==> src/rtl/hdp_pkg.sv <==
package hdp_pkg;
  localparam int unsigned CTR_W = 2;
  typedef logic [CTR_W-1:0] ctr_t;
  localparam ctr_t CTR_RST = ctr_t'(1);
  localparam ctr_t CTR_MAX = '1;

  function automatic ctr_t ctr_step(ctr_t c, logic up);
    if (up) return (c == CTR_MAX) ? c : c + ctr_t'(1);
    else    return (c == '0)      ? c : c - ctr_t'(1);
  endfunction

  typedef struct packed {
    logic taken;
    logic bim;
    logic gsh;
  } pred_t;
endpackage

==> src/rtl/hdp_ctr_table.sv <==
module hdp_ctr_table
  import hdp_pkg::*;
#(
  parameter int unsigned IDX_W = 8
) (
  input  logic             clk_i,
  input  logic             rst_ni,
  input  logic [IDX_W-1:0] rd_idx_i,
  output ctr_t             rd_ctr_o,
  input  logic             wr_en_i,
  input  logic [IDX_W-1:0] wr_idx_i,
  input  logic             wr_up_i
);
  localparam int unsigned ENTRIES = 1 << IDX_W;

  ctr_t tbl_q [ENTRIES];

  // read is combinational; caller registers the result
  assign rd_ctr_o = tbl_q[rd_idx_i];

  always_ff @(posedge clk_i or negedge rst_ni) begin
    if (!rst_ni) begin
      for (int i = 0; i < ENTRIES; i++) tbl_q[i] <= CTR_RST;
    end else if (wr_en_i) begin
      tbl_q[wr_idx_i] <= ctr_step(tbl_q[wr_idx_i], wr_up_i);
    end
  end
endmodule

==> src/rtl/hdp_ghist.sv <==
module hdp_ghist #(
  parameter int unsigned HIST_W = 8
) (
  input  logic              clk_i,
  input  logic              rst_ni,
  input  logic              shift_en_i,
  input  logic              bit_i,
  output logic [HIST_W-1:0] hist_o
);
  logic [HIST_W-1:0] hist_q;

  always_ff @(posedge clk_i or negedge rst_ni) begin
    if (!rst_ni)         hist_q <= '0;
    else if (shift_en_i) hist_q <= {hist_q[HIST_W-2:0], bit_i};
  end

  assign hist_o = hist_q;
endmodule

==> src/rtl/hdp_index.sv <==
module hdp_index #(
  parameter int unsigned PC_W   = 32,
  parameter int unsigned IDX_W  = 8,
  parameter int unsigned HIST_W = 8,
  parameter int unsigned PC_LSB = 2
) (
  input  logic [PC_W-1:0]   pc_i,
  input  logic [HIST_W-1:0] hist_i,
  output logic [IDX_W-1:0]  bim_idx_o,
  output logic [IDX_W-1:0]  gsh_idx_o
);
  logic [IDX_W-1:0] hist_fit;

  assign bim_idx_o = pc_i[PC_LSB +: IDX_W];

  // fit history to index width: truncate long history, zero-extend short
  generate
    if (HIST_W >= IDX_W) begin : g_trunc
      assign hist_fit = hist_i[IDX_W-1:0];
    end else begin : g_ext
      assign hist_fit = {{(IDX_W-HIST_W){1'b0}}, hist_i};
    end
  endgenerate

  assign gsh_idx_o = bim_idx_o ^ hist_fit;
endmodule

==> src/rtl/hybrid_dir_pred.sv <==
module hybrid_dir_pred
  import hdp_pkg::*;
#(
  parameter int unsigned PC_W   = 32,
  parameter int unsigned IDX_W  = 8,
  parameter int unsigned HIST_W = 8
) (
  input  logic              clk_i,
  input  logic              rst_ni,
  input  logic              lk_valid_i,
  input  logic [PC_W-1:0]   lk_pc_i,
  output logic              pred_valid_o,
  output logic              pred_taken_o,
  output logic              pred_bim_o,
  output logic              pred_gsh_o,
  output logic [HIST_W-1:0] pred_hist_o,
  input  logic              upd_valid_i,
  input  logic [PC_W-1:0]   upd_pc_i,
  input  logic              upd_taken_i,
  input  logic              upd_bim_i,
  input  logic              upd_gsh_i,
  input  logic [HIST_W-1:0] upd_hist_i
);
  localparam int unsigned PC_LSB = 2;

  logic [HIST_W-1:0] hist_q;
  logic [IDX_W-1:0]  lk_bim_idx, lk_gsh_idx, up_bim_idx, up_gsh_idx;
  ctr_t              bim_ctr, gsh_ctr, sel_ctr;
  logic              sel_wr;
  pred_t             pred_d, pred_q;
  logic              valid_q;
  logic [HIST_W-1:0] hist_snap_q;

  hdp_index #(.PC_W(PC_W), .IDX_W(IDX_W), .HIST_W(HIST_W), .PC_LSB(PC_LSB)) u_lk_idx (
    .pc_i(lk_pc_i), .hist_i(hist_q),
    .bim_idx_o(lk_bim_idx), .gsh_idx_o(lk_gsh_idx)
  );

  // update side uses the snapshot taken at lookup, not the live history
  hdp_index #(.PC_W(PC_W), .IDX_W(IDX_W), .HIST_W(HIST_W), .PC_LSB(PC_LSB)) u_up_idx (
    .pc_i(upd_pc_i), .hist_i(upd_hist_i),
    .bim_idx_o(up_bim_idx), .gsh_idx_o(up_gsh_idx)
  );

  hdp_ctr_table #(.IDX_W(IDX_W)) u_bim_tbl (
    .clk_i, .rst_ni,
    .rd_idx_i(lk_bim_idx), .rd_ctr_o(bim_ctr),
    .wr_en_i(upd_valid_i), .wr_idx_i(up_bim_idx), .wr_up_i(upd_taken_i)
  );

  hdp_ctr_table #(.IDX_W(IDX_W)) u_gsh_tbl (
    .clk_i, .rst_ni,
    .rd_idx_i(lk_gsh_idx), .rd_ctr_o(gsh_ctr),
    .wr_en_i(upd_valid_i), .wr_idx_i(up_gsh_idx), .wr_up_i(upd_taken_i)
  );

  // selector trains only on disagreement, toward gshare when gshare was right
  assign sel_wr = upd_valid_i && (upd_bim_i != upd_gsh_i);

  hdp_ctr_table #(.IDX_W(IDX_W)) u_sel_tbl (
    .clk_i, .rst_ni,
    .rd_idx_i(lk_bim_idx), .rd_ctr_o(sel_ctr),
    .wr_en_i(sel_wr), .wr_idx_i(up_bim_idx), .wr_up_i(upd_gsh_i == upd_taken_i)
  );

  hdp_ghist #(.HIST_W(HIST_W)) u_ghist (
    .clk_i, .rst_ni,
    .shift_en_i(upd_valid_i), .bit_i(upd_taken_i), .hist_o(hist_q)
  );

  always_comb begin
    pred_d.bim   = bim_ctr[CTR_W-1];
    pred_d.gsh   = gsh_ctr[CTR_W-1];
    pred_d.taken = sel_ctr[CTR_W-1] ? pred_d.gsh : pred_d.bim;
  end

  always_ff @(posedge clk_i or negedge rst_ni) begin
    if (!rst_ni) begin
      valid_q     <= 1'b0;
      pred_q      <= '0;
      hist_snap_q <= '0;
    end else begin
      valid_q <= lk_valid_i;
      if (lk_valid_i) begin
        pred_q      <= pred_d;
        hist_snap_q <= hist_q;
      end
    end
  end

  assign pred_valid_o = valid_q;
  assign pred_taken_o = pred_q.taken;
  assign pred_bim_o   = pred_q.bim;
  assign pred_gsh_o   = pred_q.gsh;
  assign pred_hist_o  = hist_snap_q;
endmodule

==> config.mk <==
export PLATFORM = sky130hd
export DESIGN_NAME = hybrid_dir_pred
export DESIGN_NICKNAME = d
export VERILOG_FILES = /design/src/rtl/hdp_pkg.sv /design/src/rtl/hdp_ctr_table.sv /design/src/rtl/hdp_ghist.sv /design/src/rtl/hdp_index.sv /design/src/rtl/hybrid_dir_pred.sv
export SDC_FILE = /design/constraint.sdc
export NUM_CORES = 2
export LEC_CHECK = 0
export BUFFER_PORTS_ARGS = -buffer_cell sky130_fd_sc_hd__clkbuf_2
export CORE_ASPECT_RATIO = 1.75
export CORE_MARGIN = 3
export CORE_UTILIZATION = 33
export DETAILED_ROUTE_END_ITERATION = 6
export RECOVER_POWER = 100
export SYNTH_ARGS = -nofsm -noshare
export SYNTH_HDL_FRONTEND = slang
export SYNTH_SLANG_ARGS = --single-unit
==> constraint.sdc <==
create_clock -name clk_i -period 6.54 [get_ports clk_i]
set_input_delay 0.327 -clock clk_i [delete_from_list [all_inputs] [get_ports clk_i]]
set_output_delay 0.327 -clock clk_i [all_outputs]
set_load 0.03 [all_outputs]
# ---- After elaboration in Yosys (flattened, before gate mapping)
# Cells that the tools add are included.
# Widths: inputs -> output; s select.
dict set report word_totals {
  ff_bits 1556
  input_bits 79
  output_inout_bits 12
  word_cells 841
}
dict set report classes {
  add_sub_neg 6
  n_lt_le_gt_ge 6
  eq_ne 5
  n_mux 38
  bitwise 6
  reduce_logical 6
}
# operator count
set op_table {}
lappend op_table {{$bwmux 512} 3}
lappend op_table {{$bmux 2 s8} 6}
lappend op_table {{$mux 2} 26}
lappend op_table {{$ge 9x9->1 const B} 4}
lappend op_table {{$not 8->9} 4}
lappend op_table {{$demux 2 s8} 2}
lappend op_table {{$lt 9x1->1 const B} 2}
lappend op_table {{$xor 8x8->8} 2}
lappend op_table {{$add 2x1->2 const B} 3}
lappend op_table {{$eq 2x2->1 const B} 3}
lappend op_table {{$logic_not 2->1} 3}
lappend op_table {{$sub 2x1->2 const B} 3}
lappend op_table {{$logic_and 1x1->1} 3}
lappend op_table {{$eq 1x1->1} 1}
lappend op_table {{$mux 1} 1}
lappend op_table {{$ne 1x1->1} 1}

# ---- Depth between registers and ports, before layout
dict set report depth {
  depth_word 10
  ltp_mapped 17
  ltp_nobuf 9
}

# ---- Modules after synthesis
# A second synthesis with hierarchy kept.
dict set report hier_totals {
  hier_cells 7715
  area_unflattened_um2 85039.1
}
# module instances cells_each area_per_inst_um2
set by_module_without_submodules {}
lappend by_module_without_submodules {{hdp_ctr_table at u_bim_tbl ...} 2 2544 27655.3}
lappend by_module_without_submodules {{hdp_ctr_table at u_sel_tbl} 1 2549 28640.0}
lappend by_module_without_submodules {hybrid_dir_pred 1 29 496.7}
lappend by_module_without_submodules {hdp_ghist 1 17 331.6}
lappend by_module_without_submodules {hdp_index 2 16 130.1}

# ---- Least setup slack after synthesis
# OpenSTA, ideal clock, no wires.
dict set report synth_timing {
  path_type {in2reg}
  startpoint {input upd_pc_i[2]}
  endpoint {register u_sel_tbl.tbl_q[31] in the netlist's numbering}
  setup_time_ps 131
  arrival_ps 3838
  required_ps 6409
  setup_slack_ps 2571
  path_stages 15
  n_path_buf 8
  path_cell_list {buf_4 buf_2 buf_4 buf_6 buf_4 buf_2 mux4_2 mux4_2 a22oi_1 nand4_1 a211oi_2 maj3_1 buf_2 buf_2 a21oi_1}
}
dict set report synth_between {
  elab_chain_len 9
  word_cells_on_any_way 18
}
# item line_no
set synth_lines {}
lappend synth_lines {{start, declared} hybrid_dir_pred.sv:18} ;# input logic [PC_W-1:0] upd_pc_i,
lappend synth_lines {{$not 8->9 (implied by the code) (*)} hdp_ctr_table.sv:25} ;# tbl_q[wr_idx_i] <= ctr_step(tbl_q[wr_idx_i], wr_up_i);
lappend synth_lines {{$bmux 2 s8} hdp_ctr_table.sv:25}
lappend synth_lines {{$mux 2 (implied by the code) (2 in a row)} hdp_ctr_table.sv:25}
lappend synth_lines {{$sub 2x1->2 (tied with other cells)} hdp_pkg.sv:9} ;# else return (c == '0) ? c : c - ctr_t'(1);
lappend synth_lines {{$mux 2, on equally long branches} {hdp_pkg.sv:9, hdp_pkg.sv:8}}
lappend synth_lines {{$mux 2} hdp_pkg.sv:8} ;# if (up) return (c == CTR_MAX) ? c : c + ctr_t'(1);
lappend synth_lines {{$mux 2} hdp_ctr_table.sv:24} ;# end else if (wr_en_i) begin
lappend synth_lines {{$bwmux 512 (*)} hdp_ctr_table.sv:25}
lappend synth_lines {{end signal, assigned by index} hdp_ctr_table.sv:25}
lappend synth_lines {{end, declared} hdp_ctr_table.sv:16} ;# ctr_t tbl_q [ENTRIES];
# Mark *: on every way between the ends. The rest lies on a longest branch, timed or not. The select of a mux whose other input is x is not followed.
# A chain may end at the register's enable or synchronous reset.

# ---- Final worst setup path
dict set report layout_timing {
  startpoint {input upd_pc_i[2]}
  endpoint {register u_bim_tbl.tbl_q[463] in the netlist's numbering}
}
dict set report layout_between {
  elab_chain_len 9
  word_cells_on_any_way 18
}
# item line_no
set layout_lines {}
lappend layout_lines {{$not 8->9 (implied by the code) (*)} hdp_ctr_table.sv:25}
lappend layout_lines {{$bmux 2 s8} hdp_ctr_table.sv:25}
lappend layout_lines {{$mux 2 (implied by the code) (2 in a row)} hdp_ctr_table.sv:25}
lappend layout_lines {{$sub 2x1->2 (tied with other cells)} hdp_pkg.sv:9}
lappend layout_lines {{$mux 2, on equally long branches} {hdp_pkg.sv:9, hdp_pkg.sv:8}}
lappend layout_lines {{$mux 2} hdp_pkg.sv:8}
lappend layout_lines {{$mux 2} hdp_ctr_table.sv:24}
lappend layout_lines {{$bwmux 512 (*)} hdp_ctr_table.sv:25}
lappend layout_lines {{end signal, assigned by index} hdp_ctr_table.sv:25}
lappend layout_lines {{end, declared} hdp_ctr_table.sv:16}
# Marked as above.

==> impl_metrics.yaml <==
critical_path:
  critPathMaxStageDelay_ns: 1.26
  cp_top_family: "buffers and inverters"
  r2r_cells: 8
  cp.arrival_ns: 6.01
  slowest_stage: "clkbuf_2"
  cp_max_fo: 55
  timing.rr.end: "pred_gsh_o$_DFFE_PN0P_"
  crit_buf_inv: 3
  crit_chain: "buf_8 > clkbuf_2 > mux4_2 > mux4_2 > a22oi_1 > a21oi_1 > nor4_1 > maj3_4 > clkbuf_1 > a21oi_1"
  cp-start-kind: "input port"
  crit_required_ns: 7.16
  cp-startpoint: "upd_pc_i[2]"
  r2r-start: "u_ghist.hist_o[0]$_DFFE_PN0P_"
  crit_type: "input port to flip-flop"
  endpoint_kind: "flip-flop"
  regToRegSetupSlack_ns: 1.26
power_and_ir_drop:
  powerDensity_mw_per_mm2: 275
  power_leakage_nw: 33.1
  peakVddDrop_v: 0.000213
floorplan:
  core_mm2: 0.240
  initial_core_util: 0.332
  num_io_pins: 91
  die_h_um: 656
  rows: 238
  dieArea_mm2: 0.247
  dieWidth_um: 377
clock_tree:
  cts_max_level: 4
  path_clk_slew_ns: 0.06
  cts_root_buffer: "clkbuf_16"
  clkLatencyLatePin_ns: 0.83
  cts_made_buffers: 157
  cts.path.max_buffers: 4
  postCtsSetupRepairBufs: 0
  cts_tree: "done"
  clkSinkCount: 1556
global_route:
  gr-max-usage-layer: "met2"
  grt_pass1_wl_um: 382000
  use_met3: 0.0317
  met1_usage: 0.227
  grt_max_degree: 183
  overflow: 0
  grtUsageTotal: 0.202
  use_met2: 0.351
  antenna_found_initial: 7
  grt_pass1_vias: 61000
run:
  cap_violations: 4
yosys:
  syn_inst: 7405
  avgSynthCellArea_um2: 10.8
  synth_compound_area_frac: 0.150
  synth_mux_area_frac: 0.192
  ys.warnings.count: 0
  yosys.area_share.simple: 0.119
  synth-xor-area-share: 0.00317
  dominantRegCellSynth: "dfrtp_1"
  synthAdderAreaFrac: 0.000770
  ys_seq_area_frac: 0.501
  syn_nets: 7484
  synth_edf_count: 0
  synth_top_family_by_area: "multiplexers"
  synth-seq-cells: 1556
  synth_cell_types: 62
  netlist_area_mm2: 0.0796
  async_flop_share: 1.00
outcome:
  violations: "max-capacitance violations, max-slew violations"
  outcome: "complete, but fails checks"
timing:
  relSlewSlack: -1.92
  layout_min_cycle_time_ns: 5.40
  fmax_mhz: 185
  setup_viol: 0
  fin_setup_tns_ns: 0
  tightest_slew_ns: 4.38
  final.setup_skew_ns: 0.0674
  hold_viol: 0
  drv_slew: 277
  timing.final.crit_share: 0.825
  grt_setup_unrepaired: "false"
finish:
  layout-drive-gt1-share: 0.266
  final_common_cell: "nor2_1"
  final_nets: 7308
  fin_cells: 10500
  fin_util: 0.367
  layout_common_cells: "nor2_1 (1,184), nand2_1 (1,093), dfrtp_1 (788), a21oi_1 (781), dfstp_2 (768)"
  areaGrowthSynthToFinish_pct: 10.5
place:
  place_inst: 10200
  gp_congestion: 0.887
  portBuffers: 42
  place_hpwl_um: 160000
detailed_routing:
  drt_wl_total_um: 252000
  ant_nets: 0
  via_per_inst: 5.66
  initialDrtViolationCount: 5270
  dr.pass1.iters: 6
  wl_per_cell_um: 24.1
  drc: 0
  routed-via-count: 59300
hold_path:
  whs_path_depth: 4
  worst_hold_path_type: "input port to flip-flop"
  hp-start: "lk_pc_i[8]"
  min_to: "pred_bim_o$_DFFE_PN0P_"
-- through the flow --
| step | cell area, µm² | setup WS (ns) | power, mW | hold slack (ns) |
|---|---|---|---|---|
| 2_1_floorplan | 79600 | 2.57 | 13.6 | 0.0314 |
| 3_3_place_gp | 83600 | 1.00 | 14.9 | 0.447 |
| 3_5_place_dp | 83600 | 0.980 | 15.1 | 0.467 |
| 4_1_cts | 88800 | 1.81 | 24.4 | 0.0529 |
| 5_1_grt | 88000 | 0.760 | 25.1 | 0.184 |
| 6_report | 88000 | 1.14 | 24.2 | 0.144 |
-- worst reg2reg max path: stages, from the launching register on --
cell and delay [ns]:
dfrtp_1 0.48, xor2_4 0.15, clkbuf_2 2.17, mux4_2 0.86, mux4_2 0.61, a211oi_1 0.28, o211ai_1 0.12, and4_1 0.23
mux2_2 0.27
-- area by class of cell --
| type | instances | area, µm² |
|---|---|---|
| fillers | 23700 | 152000 |
| flip-flops and latches | 1556 | 39900 |
| multi-input cells | 5261 | 36800 |
| clock buffers | 233 | 4620 |
| well taps | 3120 | 3900 |
| repair buffers | 242 | 2140 |
| clock inverters | 42 | 561 |
| inverters | 11 | 46.3 |
| diodes | 5 | 12.5 |
-- synth_stat cells, drive strengths merged (3+ instances only) --
library cell / instances / share of area
nor2: 1220 / 0.058
nand2: 1109 / 0.052
a21oi: 795 / 0.059
dfrtp: 788 / 0.25
dfstp: 768 / 0.25
o21ai: 761 / 0.048
mux4: 618 / 0.17
clkbuf: 392 / 0.018
o31ai: 195 / 0.018
buf: 185 / 0.014
mux2i: 115 / 0.014
a31oi: 90 / 0.0071
a22oi: 67 / 0.0063
a221oi: 39 / 0.0043
nor3: 33 / 0.0021
nand3: 32 / 0.0020
nand4: 26 / 0.0020
mux2: 22 / 0.0031
a211oi: 18 / 0.0018
xor2: 17 / 0.0020
o21a: 16 / 0.0015
xnor2: 11 / 0.0012
inv: 10 / 0.00047
o22ai: 9 / 0.00071
nor4: 8 / 0.00063
maj3: 6 / 0.00077
nor2b: 6 / 0.00047
nand2b: 5 / 0.00039
o32ai: 5 / 0.00055
o211ai: 4 / 0.00038
o221ai: 4 / 0.00044
nand4b: 3 / 0.00033
-- per-layer routing --
metal | wire length (µm) | vias to the layer above
met5 | 44 | -
met4 | 19500 | 6
met3 | 14800 | 796
met2 | 128000 | 2276
met1 | 90100 | 29800
li1 | - | 26400
-- timing repair --
item                                   in CTS  in global routing
resized for setup                           0                  0
endpoints found under the hold margin      81                  0
hold buffers                                2                  0
-- kinds of logic after synthesis --
logic type / after synthesis
compound gates: 2019
xor+xnor: 28
fa+ha+maj: 6
buf+inv: 588
flops: 1556
mux: 755
simple gates: 2453
-- worst max-delay path by stage --
stage,to,slack [ns],depth (start not counted)
2_1_floorplan,u_sel_tbl.tbl_q[31]$_DFFE_PN0P_,2.57,15
3_3_place_gp,u_gsh_tbl.tbl_q[315]$_DFFE_PN0P_,1.00,12
3_5_place_dp,u_gsh_tbl.tbl_q[299]$_DFFE_PN0P_,0.98,12
4_1_cts,u_gsh_tbl.tbl_q[341]$_DFFE_PN0P_,1.81,12
5_1_grt,u_sel_tbl.tbl_q[311]$_DFFE_PN0P_,0.76,10
6_report,u_bim_tbl.tbl_q[463]$_DFFE_PN0P_,1.14,10
-- report_power, final --
group | internal (mW) | switching (mW)
logic | 1.38 | 2.32
registers | 10.7 | 0.498
clock network | 5.37 | 3.94
-- sequential cells by signal, indices dropped and copies added, names as in the netlist --
signal / cells
u_bim_tbl.tbl_q: 512
pred_bim_o: 1
u_ghist.hist_o: 8
u_sel_tbl.tbl_q: 512
u_gsh_tbl.tbl_q: 512
pred_valid_o: 1
pred_taken_o: 1
pred_gsh_o: 1
pred_hist_o: 8
(Power assumes the default switching activity.)
